## config.mk

```make
export PLATFORM = sky130hd
export DESIGN_NAME = mdio_share_arb
export DESIGN_NICKNAME = d
export VERILOG_FILES = /design/src/rtl/mdio_share_pkg.sv /design/src/rtl/mdio_share_dp.sv /design/src/rtl/mdio_share_ctrl.sv /design/src/rtl/mdio_share_arb.sv
export SDC_FILE = /design/constraint.sdc
export NUM_CORES = 1
export LEC_CHECK = 0
export BUFFER_PORTS_ARGS = -buffer_cell sky130_fd_sc_hd__buf_2
export CORE_MARGIN = 1.5
export CORE_UTILIZATION = 55
export DETAILED_ROUTE_END_ITERATION = 16
export GPL_TIMING_DRIVEN = 0
export PLACE_DENSITY = 0.88
export REMOVE_ABC_BUFFERS = 1
export SETUP_SLACK_MARGIN = 0.5
export SLEW_MARGIN = 20
export SYNTH_ARGS = -nofsm -noshare
export SYNTH_HDL_FRONTEND = slang
export SYNTH_SLANG_ARGS = --single-unit
```

## constraint.sdc

```tcl
create_clock -name clk -period 7.9 [get_ports clk]
set_input_delay 0 -clock clk [delete_from_list [all_inputs] [get_ports clk]]
set_output_delay 0 -clock clk [all_outputs]
set_load 0.1 [all_outputs]
```

## src/rtl/mdio_share_pkg.sv

```systemverilog
package mdio_share_pkg;
  localparam int PHY_W   = 5;
  localparam int DATA_W  = 16;
  localparam int FRAME_W = 64;

  // Command handed from control to datapath in the cycle of a grant
  typedef struct packed {
    logic              start;
    logic              isRead;
    logic [PHY_W-1:0]  phy;
    logic [PHY_W-1:0]  regAddr;
    logic [DATA_W-1:0] wdata;
  } mdio_cmd_t;

  typedef enum logic [1:0] {ST_IDLE, ST_BUSY, ST_ACK} arb_state_e;
endpackage

```

## src/rtl/mdio_share_dp.sv

```systemverilog
module mdio_share_dp
  import mdio_share_pkg::*;
#(
  parameter int CLK_DIV = 4
) (
  input  logic              clk,
  input  logic              rst_n,
  input  mdio_cmd_t         cmd,
  input  logic              mdioIn,
  output logic              mdc,
  output logic              mdioOut,
  output logic              mdioOe,
  output logic              busy,
  output logic              done,
  output logic [DATA_W-1:0] rdata
);
  localparam int HALF   = CLK_DIV / 2;
  localparam int DIV_W  = (CLK_DIV > 2) ? $clog2(CLK_DIV) : 1;
  localparam int BIT_W  = $clog2(FRAME_W);
  localparam int TA_BIT = 46;
  localparam int RD_BIT = 48;
  localparam logic [DIV_W-1:0] RISE_AT = DIV_W'(HALF - 1);
  localparam logic [DIV_W-1:0] FALL_AT = DIV_W'(CLK_DIV - 1);
  localparam logic [BIT_W-1:0] LAST_BIT = BIT_W'(FRAME_W - 1);

  logic [DIV_W-1:0]   divCnt;
  logic [BIT_W-1:0]   bitCnt;
  logic [FRAME_W-1:0] shiftReg;
  logic               isRd;
  logic               mdcR;
  logic [DATA_W-1:0]  rdSr;
  logic [FRAME_W-1:0] frame;

  always_comb begin
    frame = {32'hFFFF_FFFF, 2'b01,
             cmd.isRead ? 2'b10 : 2'b01,
             cmd.phy, cmd.regAddr,
             cmd.isRead ? 2'b11 : 2'b10,
             cmd.isRead ? 16'hFFFF : cmd.wdata};
  end

  always_ff @(posedge clk or negedge rst_n) begin
    if (!rst_n) begin
      busy     <= 1'b0;
      done     <= 1'b0;
      divCnt   <= '0;
      bitCnt   <= '0;
      shiftReg <= '0;
      isRd     <= 1'b0;
      mdcR     <= 1'b0;
      rdSr     <= '0;
    end else if (cmd.start) begin
      busy     <= 1'b1;
      done     <= 1'b0;
      divCnt   <= '0;
      bitCnt   <= '0;
      shiftReg <= frame;
      isRd     <= cmd.isRead;
      mdcR     <= 1'b0;
      rdSr     <= '0;
    end else if (busy) begin
      done <= 1'b0;
      if (divCnt == RISE_AT) begin
        mdcR   <= 1'b1;
        divCnt <= divCnt + 1'b1;
        if (isRd && (bitCnt >= BIT_W'(RD_BIT)))
          rdSr <= {rdSr[DATA_W-2:0], mdioIn};
      end else if (divCnt == FALL_AT) begin
        mdcR     <= 1'b0;
        divCnt   <= '0;
        shiftReg <= {shiftReg[FRAME_W-2:0], 1'b0};
        if (bitCnt == LAST_BIT) begin
          busy <= 1'b0;
          done <= 1'b1;
        end else begin
          bitCnt <= bitCnt + 1'b1;
        end
      end else begin
        divCnt <= divCnt + 1'b1;
      end
    end else begin
      done <= 1'b0;
    end
  end

  assign mdc     = mdcR;
  assign mdioOut = busy & shiftReg[FRAME_W-1];
  assign mdioOe  = busy & (~isRd | (bitCnt < BIT_W'(TA_BIT)));
  assign rdata   = rdSr;
endmodule

```

## src/rtl/mdio_share_ctrl.sv

```systemverilog
module mdio_share_ctrl
  import mdio_share_pkg::*;
#(
  parameter int NUM_PORTS = 3
) (
  input  logic                              clk,
  input  logic                              rst_n,
  input  logic [NUM_PORTS:0]                reqValid,
  input  logic [NUM_PORTS:0]                reqWrite,
  input  logic [(NUM_PORTS+1)*PHY_W-1:0]    reqPhy,
  input  logic [(NUM_PORTS+1)*PHY_W-1:0]    reqReg,
  input  logic [(NUM_PORTS+1)*DATA_W-1:0]   reqWdata,
  input  logic [NUM_PORTS-1:0]              presetWe,
  input  logic [PHY_W-1:0]                  presetData,
  input  logic                              dpDone,
  input  logic [DATA_W-1:0]                 dpRdata,
  output mdio_cmd_t                         cmd,
  output logic [NUM_PORTS:0]                ackValid,
  output logic                              ackErr,
  output logic [DATA_W-1:0]                 ackRdata,
  output logic                              idle
);
  localparam int NREQ  = NUM_PORTS + 1;
  localparam int IDX_W = $clog2(NREQ);

  arb_state_e       state;
  logic [IDX_W-1:0] lastGrant;
  logic [IDX_W-1:0] grantR;
  logic [IDX_W-1:0] winner;
  logic             anyReq;
  logic             allowed;
  logic             errR;
  logic [DATA_W-1:0] rdataR;
  logic [PHY_W-1:0] lockAddr [NUM_PORTS];
  logic [PHY_W-1:0] winPhy;

  assign idle = (state == ST_IDLE);

  // Round-robin search starting just after the last grant
  always_comb begin
    winner = '0;
    anyReq = 1'b0;
    for (int k = 1; k <= NREQ; k++) begin
      int t;
      t = int'(lastGrant) + k;
      if (t >= NREQ) t = t - NREQ;
      if (!anyReq && reqValid[t]) begin
        anyReq = 1'b1;
        winner = IDX_W'(t);
      end
    end
  end

  always_comb begin
    winPhy  = reqPhy[winner*PHY_W +: PHY_W];
    allowed = 1'b1;
    for (int p = 1; p < NREQ; p++) begin
      if (winner == IDX_W'(p) && winPhy != lockAddr[p-1]) allowed = 1'b0;
    end
  end

  always_comb begin
    cmd         = '0;
    cmd.start   = idle && anyReq && allowed;
    cmd.isRead  = ~reqWrite[winner];
    cmd.phy     = winPhy;
    cmd.regAddr = reqReg[winner*PHY_W +: PHY_W];
    cmd.wdata   = reqWdata[winner*DATA_W +: DATA_W];
  end

  genvar g;
  generate
    for (g = 0; g < NUM_PORTS; g++) begin : g_lock
      always_ff @(posedge clk or negedge rst_n) begin
        if (!rst_n) lockAddr[g] <= '0;
        else if (presetWe[g] && idle) lockAddr[g] <= presetData;
      end
    end
  endgenerate

  always_ff @(posedge clk or negedge rst_n) begin
    if (!rst_n) begin
      state     <= ST_IDLE;
      lastGrant <= IDX_W'(NREQ - 1);
      grantR    <= '0;
      errR      <= 1'b0;
      rdataR    <= '0;
    end else begin
      case (state)
        ST_IDLE: if (anyReq) begin
          lastGrant <= winner;
          grantR    <= winner;
          if (allowed) begin
            state <= ST_BUSY;
          end else begin
            errR   <= 1'b1;
            rdataR <= '0;
            state  <= ST_ACK;
          end
        end
        ST_BUSY: if (dpDone) begin
          errR   <= 1'b0;
          rdataR <= dpRdata;
          state  <= ST_ACK;
        end
        default: state <= ST_IDLE;
      endcase
    end
  end

  always_comb begin
    ackValid = '0;
    if (state == ST_ACK) ackValid[grantR] = 1'b1;
  end
  assign ackErr   = errR;
  assign ackRdata = rdataR;
endmodule

```

## src/rtl/mdio_share_arb.sv

```systemverilog
module mdio_share_arb
  import mdio_share_pkg::*;
#(
  parameter int NUM_PORTS = 3,
  parameter int CLK_DIV   = 4
) (
  input  logic                            clk,
  input  logic                            rst_n,
  input  logic [NUM_PORTS:0]              reqValid,
  input  logic [NUM_PORTS:0]              reqWrite,
  input  logic [(NUM_PORTS+1)*5-1:0]      reqPhy,
  input  logic [(NUM_PORTS+1)*5-1:0]      reqReg,
  input  logic [(NUM_PORTS+1)*16-1:0]     reqWdata,
  output logic [NUM_PORTS:0]              ackValid,
  output logic                            ackErr,
  output logic [15:0]                     ackRdata,
  input  logic [NUM_PORTS-1:0]            presetWe,
  input  logic [4:0]                      presetData,
  output logic                            mdc,
  output logic                            mdioOut,
  output logic                            mdioOe,
  input  logic                            mdioIn
);
  mdio_cmd_t   cmd;
  logic        dpDone;
  logic        dpBusy;
  logic        ctrlIdle;
  logic [15:0] dpRdata;

  mdio_share_ctrl #(.NUM_PORTS(NUM_PORTS)) u_ctrl (
    .clk(clk), .rst_n(rst_n),
    .reqValid(reqValid), .reqWrite(reqWrite), .reqPhy(reqPhy),
    .reqReg(reqReg), .reqWdata(reqWdata),
    .presetWe(presetWe), .presetData(presetData),
    .dpDone(dpDone), .dpRdata(dpRdata),
    .cmd(cmd), .ackValid(ackValid), .ackErr(ackErr),
    .ackRdata(ackRdata), .idle(ctrlIdle)
  );

  mdio_share_dp #(.CLK_DIV(CLK_DIV)) u_dp (
    .clk(clk), .rst_n(rst_n), .cmd(cmd), .mdioIn(mdioIn),
    .mdc(mdc), .mdioOut(mdioOut), .mdioOe(mdioOe),
    .busy(dpBusy), .done(dpDone), .rdata(dpRdata)
  );
endmodule

```

After elaboration in Yosys (flattened, before gate mapping):

Cells that the tools add are included.

* bits in registers: 130
* bits of input ports: 123
* output and inout port bits: 24
* word-level logic and storage cells: 172

* add/subtract/negate cells: 10
* multiply operators: 1
* magnitude comparators: 13
* equal/unequal tests: 16
* shift-type cells: 3
* muxes and demuxes: 78
* bitwise operators: 5
* reductions and logical operators: 30

Operators with widths (count)
* $mux 64: 4
* $ge 32x4->1 const B: 4
* $lt 32x4->1 const B: 4
* $mux 16: 8
* $mux 32: 4
* $sub 32x4->32 const B: 4
* $shiftx 64x7->16: 1
* $shiftx 20x6->5: 2
* $mux 1: 35
* $pmux 16 s2: 1
* $mux 6: 5
* $mux 2: 12
* $ne 5x5->1: 3
* $logic_and 1x1->1: 13
* $bmux 1 s2: 5
* $reduce_bool 2->1: 5
* $eq 2x2->1 const B: 4
* $ne 2x2->1 const B: 4
* $reduce_and 4->1: 2
* $add 2x2->3 const B: 2
* $add 6x1->6 const B: 1
* $eq 2x1->1 const B: 3
* $eq 6x6->1 const B: 1
* $ge 6x6->1 const B: 1
* other kinds (20): 28

Longest topological paths before layout:

Gate-level depths: netlist (run 1).

* depth after elaboration: 26
* depth in mapped cells: 10
* depth with buffers taken out: 8

Modules after synthesis:

Synthesis (run 1) repeated with hierarchy kept, for this count alone.

* cell total of the unflattened synthesis: 728
* area, all modules: 6920.4 µm²

By module, submodules not included
* mdio_share_dp: instances 1, cells each 403, area an instance 4179.0 µm², sequential area each 2302.2 µm²
* mdio_share_ctrl: instances 1, cells each 325, area an instance 2741.4 µm², sequential area each 953.4 µm²

Worst setup path after synthesis (run 1):

OpenSTA, ideal clock, no wires.

* kind: flip-flop to output port
* start point: register u_ctrl.state[0]
* end point: output port ackValid[0]
* data arrival time: 3.603 ns
* data required time: 7.900 ns
* path slack: 4.297 ns
* cell stages (with the launch flop): 2
* path buffers: 0
* path through: dfrtp_1 nor4b_1

* word-level cells in the longest chain between the ends: 2

Ends and longest elaborated chain
* start, declared: line mdio_share_ctrl.sv:26 `arb_state_e state;`
* start signal, assigned: line mdio_share_ctrl.sv:83 `state <= ST_IDLE;`
* start signal, assigned: line mdio_share_ctrl.sv:94 `state <= ST_BUSY;`
* start signal, assigned: line mdio_share_ctrl.sv:98 `state <= ST_ACK;`
* $eq 2x2->1: line mdio_share_ctrl.sv:113 `if (state == ST_ACK) ackValid[grantR] = 1'b1;`
* $mux 4: line mdio_share_ctrl.sv:113
* end, declared: line mdio_share_arb.sv:14 `output logic [NUM_PORTS:0] ackValid,`

No other way between the ends.

Worst setup path in the final report (run 1):

* start point: register u_ctrl.lastGrant[0]
* end point: register u_dp.shiftReg[5]

* word-level cells in the longest chain between the ends: 26
* elaborated cells between the ends (all ways): 67
* classes of those cells: add/sub: 8; mul: 1; order compare: 4; eq/ne: 7; shift: 2; mux: 31; reduce/logical: 14

Ends and longest elaborated chain
* start, declared: line mdio_share_ctrl.sv:27 `logic [IDX_W-1:0] lastGrant;`
* start signal, assigned: line mdio_share_ctrl.sv:84 `lastGrant <= IDX_W'(NREQ - 1);`
* start signal, assigned: line mdio_share_ctrl.sv:91 `lastGrant <= winner;`
* $add 2x1->3: line mdio_share_ctrl.sv:45 `t = int'(lastGrant) + k;`
* $sub 32x4->32 / $ge 32x4->1 (equally long branches): line mdio_share_ctrl.sv:46 `if (t >= NREQ) t = t - NREQ;`
* $mux 32: line mdio_share_ctrl.sv:46
* $bmux 1 s2: line mdio_share_ctrl.sv:47 `if (!anyReq && reqValid[t]) begin`
* $mux 1 (not written as such) (2 in series): line mdio_share_ctrl.sv:47
* $mux 1: line mdio_share_ctrl.sv:47
* $logic_not 1->1: line mdio_share_ctrl.sv:47
* $logic_and 1x1->1: line mdio_share_ctrl.sv:47
* [7 not listed]
* $mul 2x3->5: line mdio_share_ctrl.sv:55 `winPhy = reqPhy[winner*PHY_W +: PHY_W];`
* $shiftx 20x6->5: line mdio_share_ctrl.sv:55
* $ne 5x5->1: line mdio_share_ctrl.sv:58 `if (winner == IDX_W'(p) && winPhy != lockAddr[p-1]) allowed = 1'b0;`
* $logic_and 1x1->1: line mdio_share_ctrl.sv:58
* $mux 1 (3 in series): line mdio_share_ctrl.sv:58
* $logic_and 1x1->1: line mdio_share_ctrl.sv:64 `cmd.start = idle && anyReq && allowed;`
* $ne 2x2->1 (no source line) / $reduce_bool 2->1 (equally long branches)
* $reduce_and 3->1 (no source line)
* end signal, assigned: line mdio_share_dp.sv:57 `shiftReg <= frame;`
* end signal, assigned: line mdio_share_dp.sv:71 `shiftReg <= {shiftReg[FRAME_W-2:0], 1'b0};`
* end, declared: line mdio_share_dp.sv:28 `logic [FRAME_W-1:0] shiftReg;`

Several ways; a longest one is shown, not always the timed one. The select of a mux whose other input is x is not followed.
A chain may end at the register's enable or synchronous reset.

==> results.cfg, run 1 <==
[clock_tree]
tritoncts = yes
htreeDepth = 4
cts-hold-fix-buffers = 54
numCtsBuffers = 17
cts.sinks = 130
clockRootBuffer = clkbuf_16
cts.clk_slew.worst_paths_ps = 60
cts_setup_buffers = 0
clock_path_buffers = 2
cts_resized = 0
clock_latency_ps = 420

[sta]
timing.max_slew.rel_slack = 0.293
setup_viol = 0
fmax_ghz = 0.249
drv_slew = 0
period_needed_ps = 4020
tightestPinTransition_ps = 1060
finalWorstSetupSlack_ps = 3880
hold_viol_final = 0
rsz0062_at_grt = false
skew_ps = 7.87
final.period_utilization = 0.508

[critical_path]
slowest_stage = nor3_2
crit_chain = nand2b_2 > a21boi_2 > nor3_2 > buf_6 > buf_4 > buf_4 > buf_4 > nand2_1 > nand3_1 > dlygate4sd3_1 > a21oi_1 > dlygate4sd3_1 > mux2i_1
required_ps = 8240
cp_max_fo = 14
crit_type = reg2reg
r2r-start = u_ctrl.lastGrant[0]
crit_path_start = u_ctrl.lastGrant[0]
start_kind = flop
critical-path-top-delay-family = buffers and inverters
critPathCaptureType = flop
path_common_cell = buf_4
cp_slowest_stage_delay_ps = 640
crit_buf_inv = 6
worstPathArrival_ps = 4350

[logic_synthesis]
synth.top_cells.by_count = nand2_1 (227), dfrtp_1 (128), nand3_1 (86)
synth_top_area_frac = 0.472
avgSynthCellArea_sq_um = 8.86
synth_top_area_cell = dfrtp_1
synth_edf_count = 0
syn_inst = 766
synth.area.top_cells = dfrtp_1 (47%), nand2_1 (13%), mux2i_1 (11%), nand3_1 (6.3%), a21oi_1 (4.4%)
synthesis.area_sq_um = 6790
yosysMostFrequentCell = nand2_1
yosysWarningCount = 0
yosysSeqAreaShare = 0.480
ys.flop_type = dfrtp_1
synthArstFlopShare = 1.00
ys_ff_latch = 130
ys_types = 48

[drt]
ant_nets = 0
drc = 0
vias_per_cell = 5.78
drt_wl_total_microns = 18500
first_iter_violations = 499
wl_per_cell_microns = 16.7
num_vias = 6405
firstDrtPassIters = 6

[global_routing]
grt_start_max_net_pins = 88
grtUsageMet2 = 0.516
grt_pass1_wl_microns = 30200
track_usage = 0.297
antenna_found_initial = 1
overflow = 0
grt-busiest-layer = met2
use_met1 = 0.356
grt_use_met3 = 0.0709
first_global_vias = 6375

[placed_design]
dp_slack_ps = 4480
dp_hpwl_microns = 10500
io_buffer_count = 146
place_area_sq_um = 7730
gp_congestion = 0.850

[die]
die_area_sq_um = 13000
std_cell_rows = 40
die_y_microns = 114
die-width_microns = 114
core_sq_um = 12000
io_pins = 147
initial_core_util = 0.565

[job]
maxCapViolations = 0

[status]
outcome = finished clean

[cells_and_area]
n_fill_cell = 766
design_area_sq_um = 8910
layout.nets = 1073
drive_gt1_frac = 0.233
syn_to_final_growth_pct = 31.2

[power]
power_leakage_nw = 4.43
worst_ir_drop_vdd_mv = 0.227
cellPowerDensity_nw_per_um2 = 376

[min_path]
hp-start = reqWdata[19]
min_path_type = in2reg
worst register-to-register path, cell delays in order, from the launching register on:
cell           delay, ps
dfstp_2              550
nand2b_2             180
a21boi_2             110
nor3_2               640
buf_6                240
buf_4                210
buf_4                230
buf_4                220
nand2_1               70
nand3_1               90
dlygate4sd3_1        580
a21oi_1               70
dlygate4sd3_1        590
mux2i_1              130
flip-flops by register name (all words and copies together) (netlist names), 2 cells and up:
signal,flops
u_dp.shiftReg,64
u_ctrl.lastGrant,2
u_dp.bitCnt,6
u_ctrl.grantR,2
u_dp.rdata,16
u_ctrl.lockAddr,15
u_dp.divCnt,2
u_ctrl.state,2
u_ctrl.ackRdata,16
report_power, final:
part | switching (W) | internal [W] | leakage, nW
registers | 0.000160 | 0.000896 | 1.54
logic | 0.000839 | 0.000625 | 2.60
clock network | 0.000310 | 0.000517 | 0.297
total | 0.00131 | 0.00204 | 4.43
cells in the final DEF, fill, tap and decap left out, types with 7 or more instances in the layout:
cell / count
nand2_1: 227
buf_2: 145
dfrtp_1: 128
nand3_1: 86
mux2i_1: 74
a21oi_1: 60
dlygate4sd3_1: 54
nor2_1: 19
clkbuf_16: 17
mux2_2: 15
o21ai_0: 13
inv_1: 9
xor2_1: 9
xnor2_1: 8
nand2b_1: 7
path summary, 6_finish.rpt:
| path | to | cells after the start | slack (ps) |
|---|---|---|---|
| min in group asynchronous | u_ctrl.ackRdata[14] | 2 | 60 |
| min reg2reg | u_ctrl.state[0] | 1 | 460 |
| min | u_dp.shiftReg[3] | 5 | 9 |
| max in group asynchronous | u_ctrl.lastGrant[0] | 3 | 7100 |
| max | u_dp.shiftReg[5] | 13 | 3880 |
| max reg2reg | u_dp.shiftReg[5] | 13 | 3880 |
area by class of cell:
type | instances | area, sq um | area share
diodes | 1 | 2.50 | 0.000281
well taps | 147 | 184 | 0.0207
multi-input cells | 576 | 3310 | 0.372
inverters | 9 | 33.8 | 0.00379
flip-flops and latches | 130 | 3260 | 0.366
clock buffers | 19 | 453 | 0.0509
repair buffers | 213 | 1490 | 0.167
clock inverters | 13 | 174 | 0.0195
cells by family after synthesis:
group,Yosys count,share of synthesized area
AOI/OAI and AO/OA,96,0.0820
adders and majority gates,3,0.00553
buffers and inverters,60,0.0380
and+or+nand+nor,371,0.239
DFF,130,0.480
xor gates and xnor gates,17,0.0219
muxes,89,0.134
per-stage QoR:
| stage | hold WS [ps] | util | std cells | power, W | TNS (ps) |
|---|---|---|---|---|---|
| floorplan | -296 | - | 715 | 0.00198 | 0 |
| global placement | 242 | 0.623 | 1008 | 0.00226 | -32420 |
| detailed placement | -88.7 | 0.644 | 1021 | 0.00234 | 0 |
| CTS | 0.871 | 0.741 | 1107 | 0.00330 | 0 |
| global route | 27.9 | 0.741 | 1108 | 0.00354 | 0 |
| finish | 8.80 | 0.741 | 1108 | 0.00335 | 0 |
routing by layer:
metal / share of wire / vias to the layer above
met5: 0 / -
met4: 0.027 / 0
met3: 0.065 / 56
met2: 0.52 / 295
met1: 0.39 / 3081
li1: - / 2973
Power figures use the tool's default switching activity.
==> run 2: changes to the inputs <==
--- a/config.mk
+++ b/config.mk
@@ -5,12 +5,13 @@
 export SDC_FILE = /design/constraint.sdc
 export NUM_CORES = 1
 export LEC_CHECK = 0
+export ABC_AREA = 1
 export BUFFER_PORTS_ARGS = -buffer_cell sky130_fd_sc_hd__buf_2
 export CORE_MARGIN = 1.5
 export CORE_UTILIZATION = 55
 export DETAILED_ROUTE_END_ITERATION = 16
 export GPL_TIMING_DRIVEN = 0
-export PLACE_DENSITY = 0.88
+export PLACE_DENSITY = 0.87
 export REMOVE_ABC_BUFFERS = 1
 export SETUP_SLACK_MARGIN = 0.5
 export SLEW_MARGIN = 20
==> constraint.sdc (replaced) <==
create_clock -name clk -period 3.85 [get_ports clk]
set_input_delay 0 -clock clk [delete_from_list [all_inputs] [get_ports clk]]
set_output_delay 0 -clock clk [all_outputs]
set_load 0.1 [all_outputs]
==> run 2 against run 1 <==
Against the previous run: synthesized area increased by 3.0%; register-to-register slack got worse by 3500 ps; maximum frequency increased by 16%; clock-buffer cell count increased by 3; utilization increased by 2.9 points; global-route usage increased by 3.0 points; sequential power increased by 29%.
==> results.cfg, run 2 <==
[clock_tree]
cts.sinks = 130
clockRootBuffer = clkbuf_16
clock_path_buffers = 2
tritoncts = yes
htreeDepth = 4
cts.clk_slew.worst_paths_ps = 50
numCtsBuffers = 17
clock_latency_ps = 420

[global_routing]
use_met1 = 0.380
grt-busiest-layer = met2
antenna_found_initial = 0
track_usage = 0.328
grt_use_met3 = 0.0800
grt_pass1_wl_microns = 33900
overflow = 0
grtUsageMet2 = 0.560
grt_start_max_net_pins = 92
first_global_vias = 7157

[critical_path]
worstReg2RegEnd = u_dp.shiftReg[3]
crit_end = u_dp.shiftReg[3]
cp_max_fo = 7
worstPathArrival_ps = 3770
start_kind = flop
required_ps = 4160
critPathCaptureType = flop
crit_type = reg2reg
worst_r2r_path_depth = 22
reg2reg_slack_ps = 390
crit_path_start = u_ctrl.lastGrant[0]
r2r-start = u_ctrl.lastGrant[0]

[cells_and_area]
multi_input_area_sq_um = 3850
n_fill_cell = 791
syn_to_final_growth_pct = 37.8
utilization = 0.770
final_cell_mix = nand2_1 (277), buf_2 (145), dfrtp_1 (128)
drive_gt1_frac = 0.298
largest_reg_flops = 64
layout_commonest_cell = nand2_1
seqCellArea_sq_um = 3260
layout.nets = 1264
design_area_sq_um = 9640
top_register = u_dp.shiftReg
antennaDiodeCount = 0

[logic_synthesis]
synth.top_cells.by_count = nand2_1 (317), dfrtp_1 (128), nor2_1 (122)
yosysSeqAreaShare = 0.465
yosysMostFrequentCell = nand2_1
ys_types = 40
synth.area.top_cells = dfrtp_1 (46%), nand2_1 (17%), nor2_1 (6.5%), nand3_1 (5.7%), o21ai_0 (5.2%)
syn_inst = 945
synthArstFlopShare = 1.00
synthesis.area_sq_um = 6990
synth_top_area_frac = 0.458
ys.flop_type = dfrtp_1
synth_edf_count = 0
synth_top_area_cell = dfrtp_1
yosysWarningCount = 0
ys_ff_latch = 130
avgSynthCellArea_sq_um = 7.40

[sta]
fmax_ghz = 0.289
timing.hold.ws_ps = 19.0
skew_ps = 11.2
rsz0062_at_grt = true
timing.max_slew.rel_slack = 0.526
drv_slew = 0
final.period_utilization = 0.899
setup_viol = 0
finalWorstSetupSlack_ps = 389
period_needed_ps = 3460
tightestPinTransition_ps = 710
hold_viol_final = 0

[min_path]
hp-start = reqReg[12]
min_path_type = in2reg
whs_path_depth = 5

[power]
power_leakage_nw = 4.74
power.total_w = 0.00333
cellPowerDensity_nw_per_um2 = 345
worst_ir_drop_vdd_mv = 0.351

[die]
die_y_microns = 116
initial_core_util = 0.559
std_cell_rows = 41
die_area_sq_um = 13400
die-width_microns = 116
io_pins = 147
core_sq_um = 12500

[placed_design]
dp_slack_ps = -1470
gp_congestion = 0.835
place_area_sq_um = 7830
io_buffer_count = 146
dp_hpwl_microns = 11300

[drt]
drt_wl_total_microns = 23900
vias_per_cell = 5.88
ant_nets = 0
first_iter_violations = 974
firstDrtPassIters = 12
num_vias = 7762
drc = 0
wl_per_cell_microns = 18.1

[status]
outcome = finished clean

[job]
maxCapViolations = 0
==> run 2: changes by cell type after synthesis, sizes merged, moves of 15 or more <==
cell,delta
mux2,-15
mux2i,-72
a21oi,-51
nand2,+103
a22oi,+19
nor2,+105
inv,+52
o21ai,+69
==> run 2: report_power, final <==
| part | leakage (nW) | internal, W | total [W] | switching (W) |
|---|---|---|---|---|
| Sequential | 1.42 | 0.00137 | 0.00137 | 0.000000437 |
| Combinational | 3.04 | 0.000157 | 0.000395 | 0.000238 |
| Clock | 0.274 | 0.000985 | 0.00156 | 0.000577 |
| Total | 4.74 | 0.00251 | 0.00333 | 0.000816 |
==> run 2: layer usage <==
layer / wire length (microns) / part of all wire / vias up
li1: - / - / 3456
met1: 8390 / 0.35 / 3565
met2: 11600 / 0.49 / 589
met3: 2390 / 0.10 / 152
met4: 1530 / 0.064 / 0
met5: 0 / 0 / -
==> run 2: how the worst min path moves through the flow <==
stage / slack (ps) / end
after floorplan: -300 / u_ctrl.ackErr
after global placement: 270 / u_dp.rdata[0]
after detailed placement: -100 / u_dp.rdata[5]
after CTS: 6 / u_dp.shiftReg[20]
after global routing: 60 / u_dp.shiftReg[20]
final: 20 / u_dp.shiftReg[20]
==> run 2: logic make-up after synthesis <==
family | count (synthesis) | synth area share
compound gates | 129 | 0.109
flops | 130 | 0.465
xor+xnor | 8 | 0.0100
mux | 2 | 0.00286
simple gates | 562 | 0.339
fa+ha+maj | 3 | 0.00537
buf+inv | 111 | 0.0691
==> run 2: worst max-delay path, cell delays in order, from the launching register on <==
cell and delay [ps]:
dfstp_2 610, buf_4 140, nand2_1 60, nand2_2 90
nand2_2 80, nand2_4 80, nor2_4 50, nand3_2 70
nand2_4 70, nor2_4 170, clkinvlp_4 290, nand2_4 170
nand2_4 90, xor2_2 220, nand2_2 110, o21ai_4 190
nand4_4 190, buf_8 210, buf_8 140, nand2_1 90
nand2_1 90, nand2_1 60, nand2_1 50
==> run 2: final cells by class <==
type,instances,area share
multi-input combinational,715,0.399
sequential,130,0.338
timing repair buffer,211,0.155
clock buffer,22,0.0492
inverter,61,0.0267
tap,172,0.0223
clock inverter,6,0.00857
timing repair inverter,2,0.00130
==> run 2: stage by stage <==
| stage | std cells | setup TNS [ps] |
|---|---|---|
| 5_1_grt | 1319 | 0 |
| 2_1_floorplan | 895 | -35650 |
| 4_1_cts | 1293 | 0 |
| 3_5_place_dp | 1218 | -63570 |
| 6_report | 1319 | 0 |
| 3_3_place_gp | 1213 | -236790 |
==> run 2: repair_timing <==
| item | in CTS | in global routing |
|---|---|---|
| pin swaps | 10 | 44 |
| endpoints found under the setup margin | 111 | 111 |
| buffers inserted | 21 | 21 |
| gates resized for setup | 32 | 102 |
| endpoints found under the hold margin | 151 | 0 |
| cloned | 11 | 5 |
| hold buffers | 15 | 0 |
